$ cat config.mk
export PLATFORM = sky130hd
export DESIGN_NAME = pkt_token_decoder
export DESIGN_NICKNAME = d
export VERILOG_FILES = /design/src/rtl/pkt_dec_pkg.sv /design/src/rtl/pid_classify.sv /design/src/rtl/crc_byte_step.sv /design/src/rtl/pkt_token_decoder.sv
export SDC_FILE = /design/constraint.sdc
export NUM_CORES = 1
export LEC_CHECK = 0
export ABC_AREA = 1
export BUFFER_PORTS_ARGS = -buffer_cell sky130_fd_sc_hd__buf_2
export CORE_ASPECT_RATIO = 1.5
export CORE_MARGIN = 2
export CORE_UTILIZATION = 47
export DETAILED_ROUTE_END_ITERATION = 8
export PLACE_DENSITY = 0.68
export SLEW_MARGIN = 5
export SYNTH_ARGS = -nofsm -noshare
export SYNTH_HDL_FRONTEND = slang
export SYNTH_SLANG_ARGS = --single-unit
$ cat constraint.sdc
create_clock -name clk -period 2.8 [get_ports clk]
set_input_delay 0.42 -clock clk [delete_from_list [all_inputs] [get_ports clk]]
set_output_delay 0.42 -clock clk [all_outputs]
set_load 0.02 [all_outputs]
$ cat src/rtl/pkt_dec_pkg.sv
package pkt_dec_pkg;
   typedef enum logic [2:0] {
      CLS_NONE    = 3'd0,
      CLS_TOKEN   = 3'd1,
      CLS_FRAME   = 3'd2,
      CLS_DATA    = 3'd3,
      CLS_HSHAKE  = 3'd4,
      CLS_SPECIAL = 3'd5
   } pkt_class_e;

   localparam int BYTE_W = 8;
   localparam int NIB_W  = 4;
endpackage

$ cat src/rtl/pid_classify.sv
module pid_classify
   import pkt_dec_pkg::*;
(
   input  logic [BYTE_W-1:0] pid_byte,
   output logic              pid_ok,
   output pkt_class_e        pid_class
);
   logic [NIB_W-1:0] kind;
   logic             cpl_ok;
   pkt_class_e       table_cls;

   assign kind   = pid_byte[NIB_W-1:0];
   assign cpl_ok = (pid_byte[BYTE_W-1:NIB_W] == ~kind);

   always_comb begin
      unique case (kind)
         4'h1, 4'h9, 4'hD: table_cls = CLS_TOKEN;
         4'h5:             table_cls = CLS_FRAME;
         4'h3, 4'hB:       table_cls = CLS_DATA;
         4'h2, 4'hA, 4'hE: table_cls = CLS_HSHAKE;
         4'hC:             table_cls = CLS_SPECIAL;
         default:          table_cls = CLS_NONE;
      endcase
   end

   assign pid_ok    = cpl_ok && (table_cls != CLS_NONE);
   assign pid_class = pid_ok ? table_cls : CLS_NONE;
endmodule

$ cat src/rtl/crc_byte_step.sv
module crc_byte_step #(
   parameter int             CRC_W  = 5,
   parameter logic [CRC_W-1:0] POLY = 5'b00101,
   parameter int             DATA_W = 8
) (
   input  logic [CRC_W-1:0]  crc_in,
   input  logic [DATA_W-1:0] data,
   output logic [CRC_W-1:0]  crc_out
);
   logic [CRC_W-1:0] stage [DATA_W+1];

   assign stage[0] = crc_in;

   for (genvar i = 0; i < DATA_W; i++) begin : g_bit
      logic fb;
      assign fb = data[i] ^ stage[i][CRC_W-1];
      assign stage[i+1] = {stage[i][CRC_W-2:0], 1'b0} ^ (fb ? POLY : '0);
   end

   assign crc_out = stage[DATA_W];
endmodule

$ cat src/rtl/pkt_token_decoder.sv
module pkt_token_decoder
   import pkt_dec_pkg::*;
#(
   parameter int               ADDR_W  = 7,
   parameter int               ENDP_W  = 4,
   parameter int               FRAME_W = 11,
   parameter int               CRC_W   = 5,
   parameter logic [CRC_W-1:0] CRC_POLY    = 5'b00101,
   parameter logic [CRC_W-1:0] CRC_INIT    = 5'b11111,
   parameter logic [CRC_W-1:0] CRC_RESIDUE = 5'b01100,
   parameter int               FIELD_BYTES = 2
) (
   input  logic         clk,
   input  logic         rst_n,
   input  logic         pkt_start,
   input  logic         byte_valid,
   input  logic [7:0]   byte_data,
   input  logic         pkt_end,
   output logic         dec_valid,
   output logic [2:0]   dec_class,
   output logic [3:0]   dec_pid,
   output logic [6:0]   dec_addr,
   output logic [3:0]   dec_endp,
   output logic [10:0]  dec_frame,
   output logic         err_pid,
   output logic         err_crc,
   output logic         err_len
);
   localparam int PAY_W   = FIELD_BYTES * BYTE_W;
   localparam int FULL_N  = FIELD_BYTES + 1;
   localparam int CNT_MAX = FULL_N + 1;
   localparam int CNT_W   = $clog2(CNT_MAX + 1);
   localparam int HI_W    = FRAME_W - BYTE_W;

   if (ADDR_W + ENDP_W + CRC_W != PAY_W) begin : g_bad_tok
      $error("token fields do not fill the payload bytes");
   end
   if (FRAME_W + CRC_W != PAY_W) begin : g_bad_frame
      $error("frame fields do not fill the payload bytes");
   end
   if (ADDR_W != 7 || ENDP_W != 4 || FRAME_W != 11) begin : g_bad_ports
      $error("field widths must match the port widths");
   end
   if (FIELD_BYTES != 2) begin : g_bad_bytes
      $error("payload capture supports two field bytes");
   end

   // Capture state
   logic [CNT_W-1:0]  cnt_q;
   logic [BYTE_W-1:0] pid_q, b1_q, b2_q;
   logic [CRC_W-1:0]  crc_q, crc_nx;

   crc_byte_step #(.CRC_W(CRC_W), .POLY(CRC_POLY), .DATA_W(BYTE_W)) u_crc (
      .crc_in (crc_q),
      .data   (byte_data),
      .crc_out(crc_nx)
   );

   always_ff @(posedge clk) begin
      if (!rst_n) begin
         cnt_q <= '0;
         pid_q <= '0;
         b1_q  <= '0;
         b2_q  <= '0;
         crc_q <= CRC_INIT;
      end else if (pkt_start) begin
         cnt_q <= '0;
         crc_q <= CRC_INIT;
      end else if (byte_valid) begin
         if (cnt_q == CNT_W'(0)) pid_q <= byte_data;
         if (cnt_q == CNT_W'(1)) b1_q  <= byte_data;
         if (cnt_q == CNT_W'(2)) b2_q  <= byte_data;
         if (cnt_q != CNT_W'(0) && cnt_q <= CNT_W'(FIELD_BYTES))
            crc_q <= crc_nx;
         if (cnt_q != CNT_W'(CNT_MAX)) cnt_q <= cnt_q + CNT_W'(1);
      end
   end

   // Verdict
   logic       pid_ok;
   pkt_class_e pid_cls;

   pid_classify u_pid (
      .pid_byte (pid_q),
      .pid_ok   (pid_ok),
      .pid_class(pid_cls)
   );

   logic       empty, has_crc, len_ok, e_pid, e_len, e_crc, clean;
   pkt_class_e cls_eff;

   always_comb begin
      empty   = (cnt_q == '0);
      cls_eff = empty ? CLS_NONE : pid_cls;
      has_crc = (cls_eff == CLS_TOKEN) || (cls_eff == CLS_FRAME);
      unique case (cls_eff)
         CLS_TOKEN, CLS_FRAME: len_ok = (cnt_q == CNT_W'(FULL_N));
         CLS_HSHAKE:           len_ok = (cnt_q == CNT_W'(1));
         default:              len_ok = 1'b1;
      endcase
      e_pid = !empty && !pid_ok;
      e_len = empty || (pid_ok && !len_ok);
      e_crc = has_crc && len_ok && (crc_q != CRC_RESIDUE);
      clean = !e_pid && !e_len && !e_crc;
   end

   always_ff @(posedge clk) begin
      if (!rst_n) begin
         dec_valid <= 1'b0;
         err_pid   <= 1'b0;
         err_crc   <= 1'b0;
         err_len   <= 1'b0;
         dec_class <= '0;
         dec_pid   <= '0;
         dec_addr  <= '0;
         dec_endp  <= '0;
         dec_frame <= '0;
      end else if (pkt_end) begin
         dec_valid <= clean;
         err_pid   <= e_pid;
         err_crc   <= e_crc;
         err_len   <= e_len;
         dec_class <= cls_eff;
         dec_pid   <= pid_q[NIB_W-1:0];
         if (clean && cls_eff == CLS_TOKEN) begin
            dec_addr <= b1_q[ADDR_W-1:0];
            dec_endp <= {b2_q[ENDP_W-2:0], b1_q[BYTE_W-1]};
         end
         if (clean && cls_eff == CLS_FRAME)
            dec_frame <= {b2_q[HI_W-1:0], b1_q};
      end else begin
         dec_valid <= 1'b0;
         err_pid   <= 1'b0;
         err_crc   <= 1'b0;
         err_len   <= 1'b0;
      end
   end

   // Checks beside the verdict logic
   assert_valid_after_end_R9: assert property (@(posedge clk) disable iff (!rst_n)
      !pkt_end |=> !dec_valid);
   assert_verdict_given_R9: assert property (@(posedge clk) disable iff (!rst_n)
      pkt_end |=> (dec_valid || err_pid || err_crc || err_len));
   assert_crc_class_R6: assert property (@(posedge clk) disable iff (!rst_n)
      err_crc |-> (dec_class == 3'd1 || dec_class == 3'd2));
   assert_pid_alone_R2: assert property (@(posedge clk) disable iff (!rst_n)
      err_pid |-> (!err_crc && !err_len && dec_class == 3'd0));
   assert_len_no_crc_R7: assert property (@(posedge clk) disable iff (!rst_n)
      err_len |-> !err_crc);
   assert_fields_hold_R11: assert property (@(posedge clk) disable iff (!rst_n)
      !pkt_end |=> ($stable(dec_addr) && $stable(dec_frame)));
endmodule

==> impl_metrics.json, run 1 <==
{
  "status": "complete, no violations",
  "clock_insertion_delay_worst_skew_ns": 0.34,
  "insertedDiodeCount": 0,
  "wirelength_met1_microns": 2680,
  "finalWorstPathRequiredPeriod_ns": 2.23,
  "syn_inst": 387,
  "finalSetupViolations": 0,
  "first_global_vias": 2309,
  "floorplan.rows": 35,
  "critical_path.endpoint_type": "register",
  "cp-start-kind": "register",
  "postPlaceCellArea_sq_um": 3160,
  "layout.cells.most_common": "sky130_fd_sc_hd__nor2_1",
  "cts.hold.buffers_added": 0,
  "cts-htree-levels": 3,
  "final_area_sq_um": 3390,
  "cts_buffers": 9,
  "hold_viol_final": 0,
  "power.density_cell_area_nw_per_um2": 597,
  "postCtsResizedCells": 0,
  "start_util_pct": 48.0,
  "ant_nets": 0,
  "cts.path.max_buffers": 2,
  "synth_sequential_area_ratio_pct": 43.5,
  "detailroute.wirelength.met2_microns": 3100,
  "synthesis.area_sq_um": 2900,
  "crit_fanout": 11,
  "final_min_period_over_clock_period_pct": 79.7,
  "maxSlewHeadroom_pct": 55.7,
  "cts.root.buffer_cell": "sky130_fd_sc_hd__clkbuf_8",
  "grt_max_degree": 34,
  "tritoncts_num_sinks": 63,
  "dr.pass1.iters": 4,
  "grt_antenna_before_repair": 0,
  "topRoutingLayerUsed": "met4",
  "met3_wirelength_microns": 197,
  "detail_route.wl_per_cell_microns": 12.2,
  "clk_pin_slew_ns": 0.07,
  "sequential_cell_area_sq_um": 1260,
  "coreArea_sq_um": 6040,
  "worst_pin_slew_ns": 0.661,
  "dp_hpwl_microns": 4660,
  "setup_tns_ns": 0,
  "number_of_setup_buffers_added_after_cts": 0,
  "final_cell_mix": "sky130_fd_sc_hd__nor2_1, sky130_fd_sc_hd__nand2_1, sky130_fd_sc_hd__dfxtp_1, sky130_fd_sc_hd__inv_1, sky130_fd_sc_hd__buf_2",
  "finalNetCount": 453,
  "die_height_microns": 100,
  "post-route-drc-count": 0,
  "viasPerCell": 4.78,
  "vdd_ir_drop_max_uv": 318,
  "timing.final.max_slew_violations": 0,
  "grt_setup_unrepaired": "false",
  "multi_input_area_sq_um": 1360,
  "gp_routability_congestion": 0.801,
  "finalWirelength_microns": 6250,
  "max_freq_mhz": 448,
  "track_usage_pct": 20.7,
  "synth_nets": 405,
  "io-pin-count": 46,
  "timing.clock.skew_ns": 0.00717,
  "syn2layout_area_growth_pct": 16.9,
  "cp.arrival_ns": 2.51,
  "overflow": 0,
  "final.fill_count": 605,
  "grt_first_pass_wirelength_microns": 10600,
  "critical_path_data_required_time_ns": 3.08,
  "synth_top_family_by_area": "simple AND/OR/NAND/NOR gates",
  "synthSimpleGateAreaFrac_pct": 29.3,
  "min_path_type": "input pin to register",
  "port_buffers": 45,
  "post_synth_fa_ha_maj_area_fraction_pct": 2.16,
  "cts_tree": "done",
  "synthDistinctLibCells": 30,
  "synth_xor_xnor_area_share_pct": 5.14,
  "synth.area.mux_share_pct": 0,
  "die_w_microns": 68.1,
  "cellLeakagePower_nw": 1.72,
  "die-area_sq_um": 6820,
  "synthesis.area_per_instance_sq_um": 7.49,
  "final_layout_size_suffix_gt1_share_pct": 20.0,
  "via_count": 2459,
  "ys_seq_elements": 63,
  "share_of_the_synthesized_area_in_compound_gates_ao_oa_aoi_oai_pct": 10.1,
  "cp_class": "register to register",
  "ys.warnings.count": 0,
  "first_iter_violations": 127,
  "max_cap_viol": 0
}
## worst max-delay path, stage by stage (launching register included)
cell	delay, ns
sky130_fd_sc_hd__dfxtp_1	0.40
sky130_fd_sc_hd__inv_1	0.09
sky130_fd_sc_hd__ha_1	0.27
sky130_fd_sc_hd__inv_2	0.09
sky130_fd_sc_hd__nor2_4	0.05
sky130_fd_sc_hd__nor2_4	0.17
sky130_fd_sc_hd__nor2_4	0.04
sky130_fd_sc_hd__nand4_2	0.11
sky130_fd_sc_hd__nand2_2	0.10
sky130_fd_sc_hd__a21oi_4	0.21
sky130_fd_sc_hd__nand4_2	0.33
sky130_fd_sc_hd__nand2_1	0.15
sky130_fd_sc_hd__nand2_1	0.06
sky130_fd_sc_hd__nor2_1	0.09
## state kept, by name, summed over array words and instances, names as in the netlist, 4 cells and up
register / cells
dec_addr: 7
crc_q: 5
dec_endp: 4
dec_pid: 4
pid_q: 8
dec_frame: 11
b1_q: 8
## path summary, 6_finish.rpt
kind,to,cells after the start,slack [ns],from
max,dec_addr[0]$_SDFFE_PN0P_,13,0.57,cnt_q[0]$_SDFFE_PP0P_
min,pid_q[7]$_SDFFE_PN0P_,3,0.39,byte_data[7]
max reg2reg,dec_addr[0]$_SDFFE_PN0P_,13,0.57,cnt_q[0]$_SDFFE_PP0P_
min reg2reg,pid_q[4]$_SDFFE_PN0P_,2,0.48,pid_q[4]$_SDFFE_PN0P_
## Yosys cell counts, drive strengths merged
cell	count	area [sq um]
xnor2	11	96.3
nand3	5	37.5
clkbuf	4	15.0
o21ai	26	130
buf	6	52.6
o22ai	1	6.26
o211ai	5	37.5
a21oi	18	105
xor2	6	52.6
a211oi	2	15.0
ha	5	62.6
dfxtp	63	1260
nand4	10	109
nor3	6	40.0
nor2	92	385
nand2	70	278
inv	55	206
clkinv	2	7.51
## cell type report
type / count / share of cell area, %
flip-flops and latches: 63 / 37.2
clock inverters: 3 / 1.92
multi-input cells: 257 / 40.0
clock buffers: 13 / 4.69
well taps: 74 / 2.73
repair buffers: 47 / 7.09
inverters: 57 / 6.32
## cells by family (layout without fill, tap and decap cells)
group	after synthesis	after routing
simple gates	183	183
buf+inv	67	120
flops	63	63
compound gates	52	52
xor+xnor	17	17
fa+ha+maj	5	5
## stage by stage
step	setup slack [ns]	cells	total power [mW]	utilization, %	hold slack, ns
2_1_floorplan	0.868	387	1.10	-	0.444
3_3_place_gp	0.653	498	1.15	52.3	0.463
3_5_place_dp	0.586	498	1.15	52.3	0.468
4_1_cts	0.571	514	2.04	56.0	0.380
5_1_grt	0.319	514	2.10	56.0	0.396
6_report	0.568	514	2.02	56.0	0.392
## power by group
part	switching (mW)	leakage [nW]	internal, mW
clock network	0.337	0.114	0.549
logic	0.124	1.10	0.0689
registers	0.0194	0.512	0.922
## routing by layer
layer / track usage [%] / vias up
met5: 0 / -
met4: 12.3 / 0
met3: 4.26 / 19
met2: 34.9 / 52
met1: 23.3 / 1090
li1: - / 1298
(Power assumes the default switching activity.)
==> inputs of run 2 (changes only) <==
==> constraint.sdc (replaced) <==
create_clock -name clk -period 2.1 [get_ports clk]
set_input_delay 0.315 -clock clk [delete_from_list [all_inputs] [get_ports clk]]
set_output_delay 0.315 -clock clk [all_outputs]
set_load 0.02 [all_outputs]
==> run 2 against run 1 <==
Against the previous run:
- first-iteration DRC count up 72%
- register-to-register slack got worse by 0.47 ns
- clock power down 2%
- wire length increased by 8.0%
- clock skew is 0.0022 ns lower
- total power rose by 19%
- non-clock buffer count grew 14
- critical path depth unchanged
- combinational power increased by 48%
- clock-buffer cell count shrank 2
- die area unchanged
- worst hold slack worse by 0.11 ns
==> impl_metrics.json, run 2 (synthesis results as in run 1) <==
{
  "status": "complete, no violations",
  "finalWirelength_microns": 6750,
  "cts.root.buffer_cell": "sky130_fd_sc_hd__clkbuf_8",
  "dr.pass1.iters": 4,
  "max_freq_mhz": 499,
  "vdd_ir_drop_max_uv": 468,
  "final_util_pct": 58.4,
  "first_global_vias": 2398,
  "grt_antenna_before_repair": 0,
  "switching_power_uw": 636,
  "timing.final.max_slew_violations": 0,
  "grt_first_pass_wirelength_microns": 10800,
  "max_flop_register": "dec_frame",
  "cp-start-kind": "register",
  "die-area_sq_um": 6820,
  "maxSlewHeadroom_pct": 59.9,
  "cp_cell_sequence": "inv_2 -> ha_4 -> inv_2 -> nor2_4 -> nor2_2 -> nand4_2 -> nand2_4 -> a21oi_4 -> buf_4 -> nand4_4 -> nand2_1 -> nand2_1 -> nor2_1",
  "layout.cells.most_common": "sky130_fd_sc_hd__nor2_1",
  "worst_setup_path_startpoint": "cnt_q[1]$_SDFFE_PP0P_",
  "insertedDiodeCount": 0,
  "grt_max_degree": 37,
  "dp_hpwl_microns": 4880,
  "ant_nets": 0,
  "crit_fanout": 11,
  "max_cap_viol": 0,
  "critical_path_data_required_time_ns": 2.38,
  "track_usage_pct": 21.3,
  "die_w_microns": 68.1,
  "final_layout_size_suffix_gt1_share_pct": 23.8,
  "sequential_cell_area_sq_um": 1260,
  "die_height_microns": 100,
  "finalSetupViolations": 0,
  "timing.clock.skew_ns": 0.00497,
  "tritoncts_num_sinks": 63,
  "finalNetCount": 469,
  "cp_class": "register to register",
  "critical_path.endpoint_type": "register",
  "cts_tree": "done",
  "multi_input_area_sq_um": 1440,
  "via_count": 2542,
  "detail_route.wl_per_cell_microns": 12.8,
  "timing.rr.end": "dec_frame[0]$_SDFFE_PN0P_",
  "syn2layout_area_growth_pct": 21.8,
  "switching_share_pct": 26.4,
  "cts-htree-levels": 3,
  "hold_viol_final": 0,
  "slowest_stage": "sky130_fd_sc_hd__dfxtp_1",
  "p_int_mw": 1.77,
  "clk_pin_slew_ns": 0.06,
  "post-route-drc-count": 0,
  "sequential_power_share_pct": 52.2,
  "cellLeakagePower_nw": 1.77,
  "timing.hold.ws_ns": 0.283,
  "worst-r2r-cell-count": 13,
  "finalWorstPathRequiredPeriod_ns": 2.00,
  "start_util_pct": 48.0,
  "clock_insertion_delay_worst_skew_ns": 0.34,
  "layout_top_registers": "dec_frame: 11 flops, b1_q: 8 flops, pid_q: 8 flops",
  "io-pin-count": 46,
  "floorplan.rows": 35,
  "min_path_type": "input pin to register",
  "largest_register_ff_count": 11,
  "gp_routability_congestion": 0.839,
  "final_cell_mix": "sky130_fd_sc_hd__nor2_1, sky130_fd_sc_hd__nand2_1, sky130_fd_sc_hd__dfxtp_1, sky130_fd_sc_hd__inv_1, sky130_fd_sc_hd__buf_2",
  "rr_startpoint": "cnt_q[1]$_SDFFE_PP0P_",
  "final.fill_count": 570,
  "r2r_slack_ns": 0.1,
  "coreArea_sq_um": 6040,
  "pwr-share-comb_pct": 11.8,
  "final_min_period_over_clock_period_pct": 95.4,
  "cts.path.max_buffers": 2,
  "cts.hold.buffers_added": 0,
  "cts_buffers": 9,
  "first_iter_violations": 219,
  "capturing_instance_or_port_of_the_critical_path": "dec_frame[0]$_SDFFE_PN0P_",
  "setup_tns_ns": 0,
  "cpPeakStageDelay_ns": 0.34,
  "viasPerCell": 4.82,
  "power.density_cell_area_nw_per_um2": 682,
  "overflow": 0,
  "worst_pin_slew_ns": 0.598,
  "clock_power_share_pct": 36.0,
  "cp.arrival_ns": 2.28,
  "port_buffers": 45
}
-- run 2: power by group through the flow --
stage,clock (mW),sequential [mW],combinational [mW]
6_report,0.867,1.26,0.284
5_1_grt,0.936,1.26,0.317
4_1_cts,0.885,1.26,0.271
3_5_place_dp,0,1.28,0.268
3_3_place_gp,0,1.28,0.264
2_1_floorplan,0,1.29,0.179
-- run 2: routing by layer --
metal | GRT usage [%] | up-vias | wire length (microns)
met1 | 22.6 | 1144 | 2620
met3 | 2.80 | 16 | 234
met2 | 37.8 | 51 | 3690
li1 | - | 1331 | -
met5 | 0 | - | 0
met4 | 14.0 | 0 | 197
-- run 2: metrics by stage --
stage	worst slack, ns	area [sq um]	power (mW)	cells
2_1_floorplan	0.168	2900	1.47	387
3_3_place_gp	0.108	3260	1.54	508
3_5_place_dp	-0.00282	3260	1.55	508
4_1_cts	-0.0194	3410	2.41	521
5_1_grt	-0.00956	3530	2.51	527
6_report	0.0959	3530	2.41	527
-- run 2: cell type report --
| cell class | count | area share (%) |
|---|---|---|
| multi-input combinational | 259 | 40.8 |
| sequential | 63 | 35.7 |
| timing repair buffer | 61 | 10.5 |
| inverter | 57 | 6.06 |
| clock buffer | 11 | 4.00 |
| tap | 74 | 2.62 |
| clock inverter | 2 | 0.283 |
-- run 2: what timing repair did --
action	4_1_cts	5_1_grt
gates cloned	0	2
setup buffers	0	4
setup endpoints to repair	6	24
resized for setup	0	13
pin swaps	0	4
-- run 2: critical path: cells and delay by family, from the launching register on --
family / cells / cell delay, ns
adders and majority gates: 1 / 0.16
DFF: 1 / 0.34
and+or+nand+nor: 8 / 0.95
buffers and inverters: 3 / 0.29
AOI/OAI and AO/OA: 1 / 0.20
-- run 2: worst min path at each step --
stage                            endpoint                   from  slack, ns  cells after the start
floorplan           pid_q[4]$_SDFFE_PN0P_  pid_q[4]$_SDFFE_PN0P_       0.44                      2
global placement    pid_q[4]$_SDFFE_PN0P_  pid_q[4]$_SDFFE_PN0P_       0.46                      2
detailed placement  pid_q[6]$_SDFFE_PN0P_  pid_q[6]$_SDFFE_PN0P_       0.48                      2
CTS                 pid_q[7]$_SDFFE_PN0P_           byte_data[7]       0.26                      3
global route         b2_q[2]$_SDFFE_PN0P_           byte_data[2]       0.30                      3
finish              pid_q[7]$_SDFFE_PN0P_           byte_data[7]       0.28                      3
